## config.mk

```make
export PLATFORM = sky130hd
export DESIGN_NAME = ll_dma_chan
export DESIGN_NICKNAME = d
export VERILOG_FILES = /design/src/rtl/ll_dma_pkg.sv /design/src/rtl/ll_dma_regs.sv /design/src/rtl/ll_dma_seq.sv /design/src/rtl/ll_dma_chan.sv
export SDC_FILE = /design/constraint.sdc
export NUM_CORES = 1
export LEC_CHECK = 0
export BUFFER_PORTS_ARGS = -buffer_cell sky130_fd_sc_hd__buf_2
export CORE_MARGIN = 3
export CORE_UTILIZATION = 55
export CTS_CLUSTER_DIAMETER = 100
export DETAILED_ROUTE_END_ITERATION = 10
export GPL_ROUTABILITY_DRIVEN = 0
export PLACE_DENSITY = 0.78
export SKIP_CTS_REPAIR_TIMING = 1
export SLEW_MARGIN = 10
export SYNTH_ARGS = -nofsm -noshare
export SYNTH_HDL_FRONTEND = slang
export SYNTH_SLANG_ARGS = --single-unit
```

## constraint.sdc

```tcl
create_clock -name clk_i -period 2.65 [get_ports clk_i]
set_input_delay 0.1325 -clock clk_i [delete_from_list [all_inputs] [get_ports clk_i]]
set_output_delay 0.1325 -clock clk_i [all_outputs]
set_load 0.005 [all_outputs]
```

## src/rtl/ll_dma_pkg.sv

```systemverilog
package ll_dma_pkg;
  localparam int unsigned AW    = 32;
  localparam int unsigned DW    = 32;
  localparam int unsigned CNT_W = 12;
  localparam int unsigned RA_W  = 3;
  localparam int unsigned NPTR  = 3;

  typedef enum logic [RA_W-1:0] {
    RA_SRC = 3'd0, RA_DST = 3'd1, RA_NXT = 3'd2, RA_CTRL = 3'd3,
    RA_CFG = 3'd4, RA_TCCLR = 3'd5, RA_ERRCLR = 3'd6, RA_STAT = 3'd7
  } reg_addr_e;

  typedef struct packed {
    logic             tc_ie;
    logic             dst_inc;
    logic             src_inc;
    logic [1:0]       width;
    logic [CNT_W-1:0] count;
  } ctrl_t;
  localparam int unsigned CTRL_W = $bits(ctrl_t);

  typedef struct packed {
    logic err_mask;
    logic tc_mask;
    logic dst_per;
    logic src_per;
    logic halt;
    logic en;
  } cfg_t;
  localparam int unsigned CFG_W = $bits(cfg_t);

  typedef enum logic [2:0] {
    ST_IDLE, ST_WAIT, ST_RD, ST_WR, ST_ACK, ST_DONE, ST_FETCH
  } state_e;
endpackage

```

## src/rtl/ll_dma_regs.sv

```systemverilog
module ll_dma_regs
  import ll_dma_pkg::*;
(
  input  logic                     clk_i,
  input  logic                     rst_ni,
  input  logic                     sw_we_i,
  input  logic [RA_W-1:0]          sw_addr_i,
  input  logic [DW-1:0]            sw_wdata_i,
  output logic [DW-1:0]            sw_rdata_o,
  input  logic [NPTR-1:0]          ptr_we_i,
  input  logic [NPTR-1:0][AW-1:0]  ptr_d_i,
  input  logic                     ctrl_we_i,
  input  ctrl_t                    ctrl_d_i,
  input  logic                     clr_en_i,
  input  logic                     set_tc_i,
  input  logic                     set_err_i,
  output logic [NPTR-1:0][AW-1:0]  ptr_o,
  output ctrl_t                    ctrl_o,
  output cfg_t                     cfg_o,
  output logic                     tc_stat_o,
  output logic                     err_stat_o
);
  logic wr_ctrl, wr_cfg, wr_tcclr, wr_errclr;
  assign wr_ctrl   = sw_we_i && (sw_addr_i == RA_CTRL);
  assign wr_cfg    = sw_we_i && (sw_addr_i == RA_CFG);
  assign wr_tcclr  = sw_we_i && (sw_addr_i == RA_TCCLR) && sw_wdata_i[0];
  assign wr_errclr = sw_we_i && (sw_addr_i == RA_ERRCLR) && sw_wdata_i[0];

  // source, destination, link: engine update wins over software write
  for (genvar g = 0; g < NPTR; g++) begin : g_ptr
    logic [AW-1:0] q;
    always_ff @(posedge clk_i or negedge rst_ni) begin
      if (!rst_ni)                                  q <= '0;
      else if (ptr_we_i[g])                         q <= ptr_d_i[g];
      else if (sw_we_i && sw_addr_i == RA_W'(g))    q <= sw_wdata_i;
    end
    assign ptr_o[g] = q;
  end

  always_ff @(posedge clk_i or negedge rst_ni) begin
    if (!rst_ni)        ctrl_o <= '0;
    else if (ctrl_we_i) ctrl_o <= ctrl_d_i;
    else if (wr_ctrl)   ctrl_o <= ctrl_t'(sw_wdata_i[CTRL_W-1:0]);
  end

  always_ff @(posedge clk_i or negedge rst_ni) begin
    if (!rst_ni) cfg_o <= '0;
    else begin
      if (wr_cfg)   cfg_o    <= cfg_t'(sw_wdata_i[CFG_W-1:0]);
      if (clr_en_i) cfg_o.en <= 1'b0;
    end
  end

  always_ff @(posedge clk_i or negedge rst_ni) begin
    if (!rst_ni)       tc_stat_o <= 1'b0;
    else if (set_tc_i) tc_stat_o <= 1'b1;
    else if (wr_tcclr) tc_stat_o <= 1'b0;
  end

  always_ff @(posedge clk_i or negedge rst_ni) begin
    if (!rst_ni)        err_stat_o <= 1'b0;
    else if (set_err_i) err_stat_o <= 1'b1;
    else if (wr_errclr) err_stat_o <= 1'b0;
  end

  always_comb begin
    case (reg_addr_e'(sw_addr_i))
      RA_SRC:  sw_rdata_o = ptr_o[0];
      RA_DST:  sw_rdata_o = ptr_o[1];
      RA_NXT:  sw_rdata_o = ptr_o[2];
      RA_CTRL: sw_rdata_o = DW'(ctrl_o);
      RA_CFG:  sw_rdata_o = DW'(cfg_o);
      RA_STAT: sw_rdata_o = DW'({cfg_o.en, err_stat_o, tc_stat_o});
      default: sw_rdata_o = '0;
    endcase
  end

  assert_w1c_tc_R9: assert property (@(posedge clk_i) disable iff (!rst_ni)
    (wr_tcclr && !set_tc_i) |=> !tc_stat_o);
  assert_w1c_err_R9: assert property (@(posedge clk_i) disable iff (!rst_ni)
    (wr_errclr && !set_err_i) |=> !err_stat_o);
endmodule

```

## src/rtl/ll_dma_seq.sv

```systemverilog
module ll_dma_seq
  import ll_dma_pkg::*;
(
  input  logic                     clk_i,
  input  logic                     rst_ni,
  input  logic                     en_i,
  input  logic                     halt_i,
  input  logic                     src_per_i,
  input  logic                     dst_per_i,
  input  ctrl_t                    ctrl_i,
  input  logic [NPTR-1:0][AW-1:0]  ptr_i,
  output logic                     mem_req_o,
  output logic                     mem_we_o,
  output logic [AW-1:0]            mem_addr_o,
  output logic [DW-1:0]            mem_wdata_o,
  input  logic                     mem_rvalid_i,
  input  logic                     mem_err_i,
  input  logic [DW-1:0]            mem_rdata_i,
  input  logic                     src_req_i,
  input  logic                     dst_req_i,
  output logic                     src_ack_o,
  output logic                     dst_ack_o,
  output logic [NPTR-1:0]          ptr_we_o,
  output logic [NPTR-1:0][AW-1:0]  ptr_d_o,
  output logic                     ctrl_we_o,
  output ctrl_t                    ctrl_d_o,
  output logic                     clr_en_o,
  output logic                     set_tc_o,
  output logic                     set_err_o
);
  state_e        state_q, state_d;
  logic [DW-1:0] data_q;
  logic [1:0]    fidx_q;
  logic [AW-1:0] fbase_q;
  logic [AW-1:0] step;
  logic          go;

  assign step = {{(AW-1){1'b0}}, 1'b1} << ctrl_i.width;
  assign go   = !halt_i && (!src_per_i || src_req_i) && (!dst_per_i || dst_req_i);

  always_comb begin
    state_d     = state_q;
    mem_req_o   = 1'b0;
    mem_we_o    = 1'b0;
    mem_addr_o  = ptr_i[0];
    mem_wdata_o = data_q;
    src_ack_o   = 1'b0;
    dst_ack_o   = 1'b0;
    ptr_we_o    = '0;
    ptr_d_o[0]  = ptr_i[0] + step;
    ptr_d_o[1]  = ptr_i[1] + step;
    ptr_d_o[2]  = mem_rdata_i;
    ctrl_we_o   = 1'b0;
    ctrl_d_o    = ctrl_i;
    ctrl_d_o.count = ctrl_i.count - 1'b1;
    clr_en_o    = 1'b0;
    set_tc_o    = 1'b0;
    set_err_o   = 1'b0;
    case (state_q)
      ST_IDLE: if (en_i) state_d = (ctrl_i.count != '0) ? ST_WAIT : ST_DONE;
      ST_WAIT: begin
        if (!en_i)   state_d = ST_IDLE;
        else if (go) state_d = ST_RD;
      end
      ST_RD: begin
        mem_req_o = 1'b1;
        if (mem_rvalid_i) begin
          if (mem_err_i) begin
            set_err_o = 1'b1; clr_en_o = 1'b1; state_d = ST_IDLE;
          end else state_d = ST_WR;
        end
      end
      ST_WR: begin
        mem_req_o  = 1'b1;
        mem_we_o   = 1'b1;
        mem_addr_o = ptr_i[1];
        if (mem_rvalid_i) begin
          if (mem_err_i) begin
            set_err_o = 1'b1; clr_en_o = 1'b1; state_d = ST_IDLE;
          end else begin
            ptr_we_o[0] = ctrl_i.src_inc;
            ptr_we_o[1] = ctrl_i.dst_inc;
            ctrl_we_o   = 1'b1;
            state_d     = ST_ACK;
          end
        end
      end
      ST_ACK: begin
        src_ack_o = src_per_i;
        dst_ack_o = dst_per_i;
        state_d   = (ctrl_i.count == '0) ? ST_DONE : ST_WAIT;
      end
      ST_DONE: begin
        set_tc_o = ctrl_i.tc_ie;
        if (ptr_i[2] == '0) begin
          clr_en_o = 1'b1; state_d = ST_IDLE;
        end else state_d = ST_FETCH;
      end
      ST_FETCH: begin
        mem_req_o  = 1'b1;
        mem_addr_o = fbase_q + AW'({fidx_q, 2'b00});
        if (mem_rvalid_i) begin
          if (mem_err_i) begin
            set_err_o = 1'b1; clr_en_o = 1'b1; state_d = ST_IDLE;
          end else if (fidx_q == 2'd3) begin
            ctrl_we_o = 1'b1;
            ctrl_d_o  = ctrl_t'(mem_rdata_i[CTRL_W-1:0]);
            state_d   = ST_IDLE;
          end else begin
            ptr_we_o[fidx_q] = 1'b1;
            ptr_d_o[0] = mem_rdata_i;
            ptr_d_o[1] = mem_rdata_i;
          end
        end
      end
      default: state_d = ST_IDLE;
    endcase
  end

  always_ff @(posedge clk_i or negedge rst_ni) begin
    if (!rst_ni) begin
      state_q <= ST_IDLE;
      data_q  <= '0;
      fidx_q  <= '0;
      fbase_q <= '0;
    end else begin
      state_q <= state_d;
      if (state_q == ST_RD && mem_rvalid_i) data_q <= mem_rdata_i;
      if (state_q == ST_DONE) begin
        fidx_q  <= '0;
        fbase_q <= ptr_i[2];
      end else if (state_q == ST_FETCH && mem_rvalid_i && !mem_err_i) begin
        fidx_q <= fidx_q + 2'd1;
      end
    end
  end

  assert_halt_blocks_R7: assert property (@(posedge clk_i) disable iff (!rst_ni)
    (state_q == ST_WAIT && halt_i) |=> (state_q != ST_RD));
  assert_req_hold_R10: assert property (@(posedge clk_i) disable iff (!rst_ni)
    (mem_req_o && !mem_rvalid_i) |=>
      (mem_req_o && $stable(mem_addr_o) && $stable(mem_we_o) && $stable(mem_wdata_o)));
  assert_no_underflow_R2: assert property (@(posedge clk_i) disable iff (!rst_ni)
    (state_q == ST_WR && mem_rvalid_i && !mem_err_i) |-> (ctrl_i.count != '0));
endmodule

```

## src/rtl/ll_dma_chan.sv

```systemverilog
module ll_dma_chan
  import ll_dma_pkg::*;
(
  input  logic            clk_i,
  input  logic            rst_ni,
  input  logic            reg_we_i,
  input  logic [RA_W-1:0] reg_addr_i,
  input  logic [DW-1:0]   reg_wdata_i,
  output logic [DW-1:0]   reg_rdata_o,
  output logic            mem_req_o,
  output logic            mem_we_o,
  output logic [AW-1:0]   mem_addr_o,
  output logic [DW-1:0]   mem_wdata_o,
  input  logic            mem_rvalid_i,
  input  logic            mem_err_i,
  input  logic [DW-1:0]   mem_rdata_i,
  input  logic            src_req_i,
  output logic            src_ack_o,
  input  logic            dst_req_i,
  output logic            dst_ack_o,
  output logic            irq_tc_o,
  output logic            irq_err_o
);
  logic [NPTR-1:0]         ptr_we;
  logic [NPTR-1:0][AW-1:0] ptr_d, ptr_q;
  logic                    ctrl_we, clr_en, set_tc, set_err, tc_stat, err_stat;
  ctrl_t                   ctrl_d, ctrl_q;
  cfg_t                    cfg_q;

  ll_dma_regs u_regs (
    .clk_i      (clk_i),
    .rst_ni     (rst_ni),
    .sw_we_i    (reg_we_i),
    .sw_addr_i  (reg_addr_i),
    .sw_wdata_i (reg_wdata_i),
    .sw_rdata_o (reg_rdata_o),
    .ptr_we_i   (ptr_we),
    .ptr_d_i    (ptr_d),
    .ctrl_we_i  (ctrl_we),
    .ctrl_d_i   (ctrl_d),
    .clr_en_i   (clr_en),
    .set_tc_i   (set_tc),
    .set_err_i  (set_err),
    .ptr_o      (ptr_q),
    .ctrl_o     (ctrl_q),
    .cfg_o      (cfg_q),
    .tc_stat_o  (tc_stat),
    .err_stat_o (err_stat)
  );

  ll_dma_seq u_seq (
    .clk_i        (clk_i),
    .rst_ni       (rst_ni),
    .en_i         (cfg_q.en),
    .halt_i       (cfg_q.halt),
    .src_per_i    (cfg_q.src_per),
    .dst_per_i    (cfg_q.dst_per),
    .ctrl_i       (ctrl_q),
    .ptr_i        (ptr_q),
    .mem_req_o    (mem_req_o),
    .mem_we_o     (mem_we_o),
    .mem_addr_o   (mem_addr_o),
    .mem_wdata_o  (mem_wdata_o),
    .mem_rvalid_i (mem_rvalid_i),
    .mem_err_i    (mem_err_i),
    .mem_rdata_i  (mem_rdata_i),
    .src_req_i    (src_req_i),
    .dst_req_i    (dst_req_i),
    .src_ack_o    (src_ack_o),
    .dst_ack_o    (dst_ack_o),
    .ptr_we_o     (ptr_we),
    .ptr_d_o      (ptr_d),
    .ctrl_we_o    (ctrl_we),
    .ctrl_d_o     (ctrl_d),
    .clr_en_o     (clr_en),
    .set_tc_o     (set_tc),
    .set_err_o    (set_err)
  );

  assign irq_tc_o  = tc_stat  & cfg_q.tc_mask;
  assign irq_err_o = err_stat & cfg_q.err_mask;

  assert_err_stops_R8: assert property (@(posedge clk_i) disable iff (!rst_ni)
    (mem_req_o && mem_rvalid_i && mem_err_i) |=> (!cfg_q.en && err_stat));
  assert_tc_gated_R6: assert property (@(posedge clk_i) disable iff (!rst_ni)
    $rose(tc_stat) |-> $past(ctrl_q.tc_ie));
  assert_ack_pulse_R3: assert property (@(posedge clk_i) disable iff (!rst_ni)
    (src_ack_o || dst_ack_o) |=> !(src_ack_o || dst_ack_o));
endmodule

```

## Word-level counts from Yosys, hierarchy flattened

Index checks and enable logic that the tools add are counted.

- Input bits: 74
- Logic and storage cells: 156
- Bits in registers: 190
- Output and inout port bits: 102

- Bitwise gates (word level): 2
- Shifts and indexed selects: 1
- Equal/unequal tests: 24
- Reductions and logical operators: 37
- Add/sub/neg operators: 5
- Multiplexer cells: 65
- Magnitude comparators: 2

Operators with widths:

| kind | number |
|---|---|
| 64-bit 2-to-1 mux | 4 |
| 32-bit 2-to-1 mux | 6 |
| 32-bit case mux with 6 select lines | 1 |
| 17-bit 2-to-1 mux | 6 |
| 32-bit adder | 2 |
| 32-bit case mux with 2 select lines | 1 |
| 3-bit 2-to-1 mux | 15 |
| 32-bit by 4-bit adder with 32-bit output | 1 |
| 32-bit logical NOT | 1 |
| 1-bit by 2-bit << shifter with 32-bit output, first input constant | 1 |
| 1-bit 2-to-1 mux | 22 |
| 3-bit == test, second input constant | 7 |
| 3-bit case mux with 7 select lines | 1 |
| 2-bit nonzero test | 8 |
| 1-bit logical AND | 15 |
| 3-bit by 2-bit == test with 1-bit output, second input constant | 4 |
| 12-bit logical NOT | 1 |
| 2-bit inequality test, second input constant | 6 |
| 12-bit nonzero test | 1 |
| 12-bit by 1-bit subtractor with 12-bit output, second input constant | 1 |
| 2-bit 2-to-1 mux | 5 |
| 3-bit by 1-bit == test with 1-bit output, second input constant | 2 |
| 3-bit logical NOT | 2 |
| 3-bit by 2-bit inequality test with 1-bit output, second input constant | 2 |
| other kinds (14) | 21 |

## Longest topological paths before layout

- Depth after elaboration: 9
- Depth in mapped cells: 11
- Mapped depth without buffers: 9

## By module

From an unflattened synthesis, not the netlist that was laid out.

- Cells, all modules: 1512
- Area, all modules: 13107.6 um^2

Modules (own cells, without submodules):

| module | sequential area each (um^2) | area each (um^2) | times used | cells each |
|---|---|---|---|---|
| ll_dma_regs | 3027.9 | 6600.1 | 1 | 652 |
| ll_dma_seq | 1726.7 | 6495.0 | 1 | 858 |
| ll_dma_chan | 0.0 | 12.5 | 1 | 2 |

## Least setup slack after synthesis

OpenSTA, ideal clock, no wires.

- Kind: reg2reg
- From: reg u_regs.ctrl_o[12] in the netlist's numbering
- To: reg u_regs.g_ptr[1].q[10]
- Path buffers: 1
- Cell stages (with the launch flop): 11
- Data required time: 2.546 ns
- Clock period less this slack: 2.339 ns
- Arrival: 2.235 ns
- Library setup time: 0.104 ns
- Slack: 0.311 ns
- Cells stage by stage: dfrtp_1 > buf_2 > nor2_1 > ha_1 > ha_1 > nor2_1 > o221a_2 > a211oi_1 > nand2_1 > xor2_1 > a221oi_1

- Word-level cells in the longest chain between the ends: 7

Ends and longest elaborated chain:

| element | RTL line | text |
|---|---|---|
| start, declared | ll_dma_regs.sv:18 | `output ctrl_t ctrl_o,` |
| start signal, assigned | ll_dma_regs.sv:42 | `else if (ctrl_we_i) ctrl_o <= ctrl_d_i;` |
| start signal, assigned | ll_dma_regs.sv:43 | `else if (wr_ctrl) ctrl_o <= ctrl_t'(sw_wdata_i[CTRL_W-1:0]);` |
| 1-bit by 2-bit << shifter with 32-bit output * | ll_dma_seq.sv:38 | `assign step = {{(AW-1){1'b0}}, 1'b1} << ctrl_i.width;` |
| 32-bit adder * | ll_dma_seq.sv:51 | `ptr_d_o[1] = ptr_i[1] + step;` |
| 64-bit 2-to-1 mux | ll_dma_seq.sv:105 | `end else if (fidx_q == 2'd3) begin` |
| 64-bit 2-to-1 mux | ll_dma_seq.sv:103 | `if (mem_err_i) begin` |
| 64-bit 2-to-1 mux | ll_dma_seq.sv:102 | `if (mem_rvalid_i) begin` |
| 64-bit 2-to-1 mux * | ll_dma_seq.sv:59 | `case (state_q)` |
| 32-bit 2-to-1 mux * | ll_dma_regs.sv:34 | `else if (ptr_we_i[g]) q <= ptr_d_i[g];` |
| end signal, assigned | ll_dma_regs.sv:34 |  |
| end signal, assigned | ll_dma_regs.sv:35 | `else if (sw_we_i && sw_addr_i == RA_W'(g)) q <= sw_wdata_i;` |
| end, declared | ll_dma_regs.sv:31 | `logic [AW-1:0] q;` |

Every way passes the cells marked *; elsewhere a longest branch is shown, timed or not.
A chain may end at the register's enable or synchronous reset.

## Final worst setup path

- From: reg u_seq.fidx_q[0]
- To: out mem_addr_o[24]

- Word-level cells in the longest chain between the ends: 2

Ends and longest elaborated chain:

| element | RTL line | text |
|---|---|---|
| start, declared | ll_dma_seq.sv:33 | `logic [1:0] fidx_q;` |
| start signal, assigned | ll_dma_seq.sv:133 | `fidx_q <= fidx_q + 2'd1;` |
| 32-bit by 4-bit adder with 32-bit output | ll_dma_seq.sv:101 | `mem_addr_o = fbase_q + AW'({fidx_q, 2'b00});` |
| 32-bit case mux with 2 select lines | ll_dma_seq.sv:59 |  |
| end, declared | ll_dma_chan.sv:12 | `output logic [AW-1:0] mem_addr_o,` |

Every way passes these cells.

==> impl_metrics.toml <==
[worst_setup_path]
worst_ep_required_time_ps = 2520
arrival_ps = 2620
cp-end-kind = "output pin"
start_kind = "flip-flop"
critPathKind = "reg2out"
path_max_fanout = 4

[run_status]
violations = "hold timing, setup timing"
status = "finished with violations"

[clocking]
clkTransAtPathRegs_ps = 70
clockRootBuffer = "clkbuf_16"
clock_latency_ps = 450
cts.path.max_buffers = 2
cts_tree = "built"
numCtsBuffers = 17
cts_max_level = 4
numClockSinks = 190

[place]
dpl.hpwl_mm = 31.54
port_buffers = 175
dp_slack_ps = 38.15
post-place-cells = 1900

[floorplanning]
num_io_pins = 176
rows = 56
initial_core_util = 0.5632
die_height_um = 161.5
die_w_um = 161.5
coreArea_mm2 = 0.02361
dieArea_mm2 = 0.02608

[global_routing]
grt.overflow.total = 0
grt_usage = 0.3401
antenna_found_initial = 0
grt_max_degree = 81
grt_pass1_vias = 12360
grt_pass1_wl_mm = 70.18

[routing]
drt-vias-per-instance = 6.691
dr_wl_met2_mm = 20.68
m1WireLength_mm = 17.62
dr.pass1.iters = 8
vias = 13090
met3_length_mm = 5.400
ant_nets = 0
top_layer = "met4"
drc = 0
drt-initial-drc-count = 2140
wl_mm = 45.70
wl_per_cell_um = 23.36

[logic_synthesis]
syn_area_mm2 = 0.01330
synthCells = 1458
ys_async_sr_fraction = 1.000
yosysUniqueCellTypes = 87
ys_warn_count = 0
syn_nets = 1547
seq_area_frac_synth = 0.3575
synth_area_per_cell_um2 = 9.121
yosys_most_used_dff = "dfrtp_1"
synth-edff-count = 0
ys_ff_latch = 190

[timing]
rsz0062_at_grt = "true"
fin_setup_tns_ps = -449.9
skew_ps = 11.43
post-route-period-util = 1.037
setup_ws_ps = -99.29
setup_viol = 9
maxSlewViolCount = 0
hold_ws_ps = -11.18
hold_viol_final = 5
worst_pin_slew_ps = 1201
min_period_ps = 2749
relSlewSlack = 0.1967
max_freq_mhz = 363.7

[final_layout]
nNetsFinal = 1713
diodes = 0
layout.cells.non_filler = 1956
syn2layout_area_growth_pct = 17.28
utilization = 0.6604
drive_above_1_share = 0.2737

[pwr]
leakagePower_nw = 6.518
ir_drop_mv = 0.5002
power_density_mw_per_mm2 = 955.2

[hold_path]
hold_path.class = "in2reg"

[job]
drv_cap = 0
## sequential cells by signal, indices dropped and copies added (netlist names)
signal / count
u_regs.g_ptr.q: 96
u_seq.fbase_q: 32
u_seq.mem_wdata_o: 32
u_regs.ctrl_o: 17
u_regs.cfg_o: 6
u_seq.state_q: 3
u_seq.fidx_q: 2
u_regs.err_stat_o: 1
u_regs.tc_stat_o: 1
## worst max-delay path: stages, from the launching register on
cell and delay [ps]:
dfrtp_2 410, ha_4 170, fa_2 250, nand3_4 100, nor4_4 370, buf_4 220, buf_8 150, nand3_2 70
xor2_1 160, o21ai_1 150, buf_2 130
## per-layer routing
layer	vias up	global-route usage
met4	0	0.1255
met3	189	0.09002
met1	6269	0.4601
met2	962	0.5278
met5	-	0
li1	5668	-
## cell families after synthesis
logic type | after synthesis | synth area share
and+or+nand+nor | 515 | 0.2045
AOI/OAI and AO/OA | 346 | 0.1698
DFF | 190 | 0.3575
muxes | 174 | 0.1484
buffers and inverters | 130 | 0.04695
xor gates and xnor gates | 86 | 0.05664
adders and majority gates | 17 | 0.01618
## worst paths after layout
| check | start | slack, ps | to | cells after the start |
|---|---|---|---|---|
| max | u_seq.fidx_q[0]$_DFFE_PN0P_ | -100 | mem_addr_o[24] | 10 |
| max reg2reg | u_regs.ctrl_o[12]$_DFFE_PN0P_ | 90 | u_regs.g_ptr[1].q[10]$_DFFE_PN0P_ | 10 |
| max in group asynchronous | rst_ni | 1540 | u_seq.fbase_q[23]$_DFFE_PN0N_ | 3 |
| min | mem_rdata_i[24] | -10 | u_seq.mem_wdata_o[24]$_DFFE_PN0P_ | 2 |
| min reg2reg | u_seq.mem_wdata_o[31]$_DFFE_PN0P_ | 500 | u_seq.mem_wdata_o[31]$_DFFE_PN0P_ | 1 |
| min in group asynchronous | rst_ni | 300 | u_seq.state_q[0]$_DFFE_PN0P_ | 2 |
## layout make-up
type,instances,area [um^2]
tap,319,399.1
multi-input combinational,1138,8105
clock buffer,19,442.9
timing repair buffer,265,1690
inverter,12,45.04
sequential,190,4763
fill,1850,8018
clock inverter,13,148.9
## cells in the final DEF (no fill, tap or decap), types with 19 or more instances in the layout
cell       n
mux2i_1   91
a22oi_1   39
o21ai_0   72
nor2b_1   29
xnor2_1   63
nand4_1   19
nand2_1  155
dfrtp_1  183
a21oi_1   77
nor2_1   110
a31oi_1   27
nand3_1   46
o31ai_1   24
xor2_1    23
buf_2    174
buf_4     70
nor3_1    43
mux2_2    72
## report_power, final
group	switching [mW]	total [mW]	internal [mW]	leakage, nW
Combinational	3.13	6.34	3.20	3.89
Clock	1.26	2.70	1.44	0.287
Sequential	1.78	5.86	4.08	2.34
## cells in the mapped netlist (4+ instances only)
master,count,area share
and4_1,5,0.0033
and3_1,9,0.0042
mux2i_1,91,0.068
a22oi_1,39,0.022
mux2_2,72,0.061
o21ai_0,84,0.032
nand4_1,19,0.0089
nand2_1,158,0.045
o22ai_1,12,0.0056
nor2_1,113,0.032
buf_2,16,0.0060
a221oi_2,4,0.0045
and2_1,11,0.0052
a31oi_1,27,0.013
mux4_2,10,0.017
o31ai_1,24,0.014
xnor2_1,63,0.041
nor3_1,46,0.017
nor2b_1,29,0.014
inv_1,11,0.0031
buf_1,12,0.0034
a21o_1,5,0.0028
nor4_1,16,0.0075
a211oi_1,14,0.0079
clkbuf_8,5,0.0052
o211ai_1,10,0.0056
xor2_1,23,0.015
dfrtp_1,190,0.36
nor4b_2,4,0.0045
nor4_4,4,0.0064
ha_1,14,0.013
a221oi_1,17,0.011
nand2b_1,6,0.0028
nand3b_1,6,0.0034
o221ai_1,5,0.0033
nand3_1,51,0.019
clkbuf_1,73,0.021
nor3b_1,5,0.0028
buf_6,5,0.0042
a21oi_1,78,0.029
## metrics by stage
stage | instance area, um^2 | power (mW)
floorplan | 13300 | 9.395
global placement | 14630 | 11.52
detailed placement | 14630 | 11.75
CTS | 15220 | 14.47
global route | 15600 | 15.73
finish | 15600 | 14.90
Note: power is estimated with default switching activity, not from simulation.
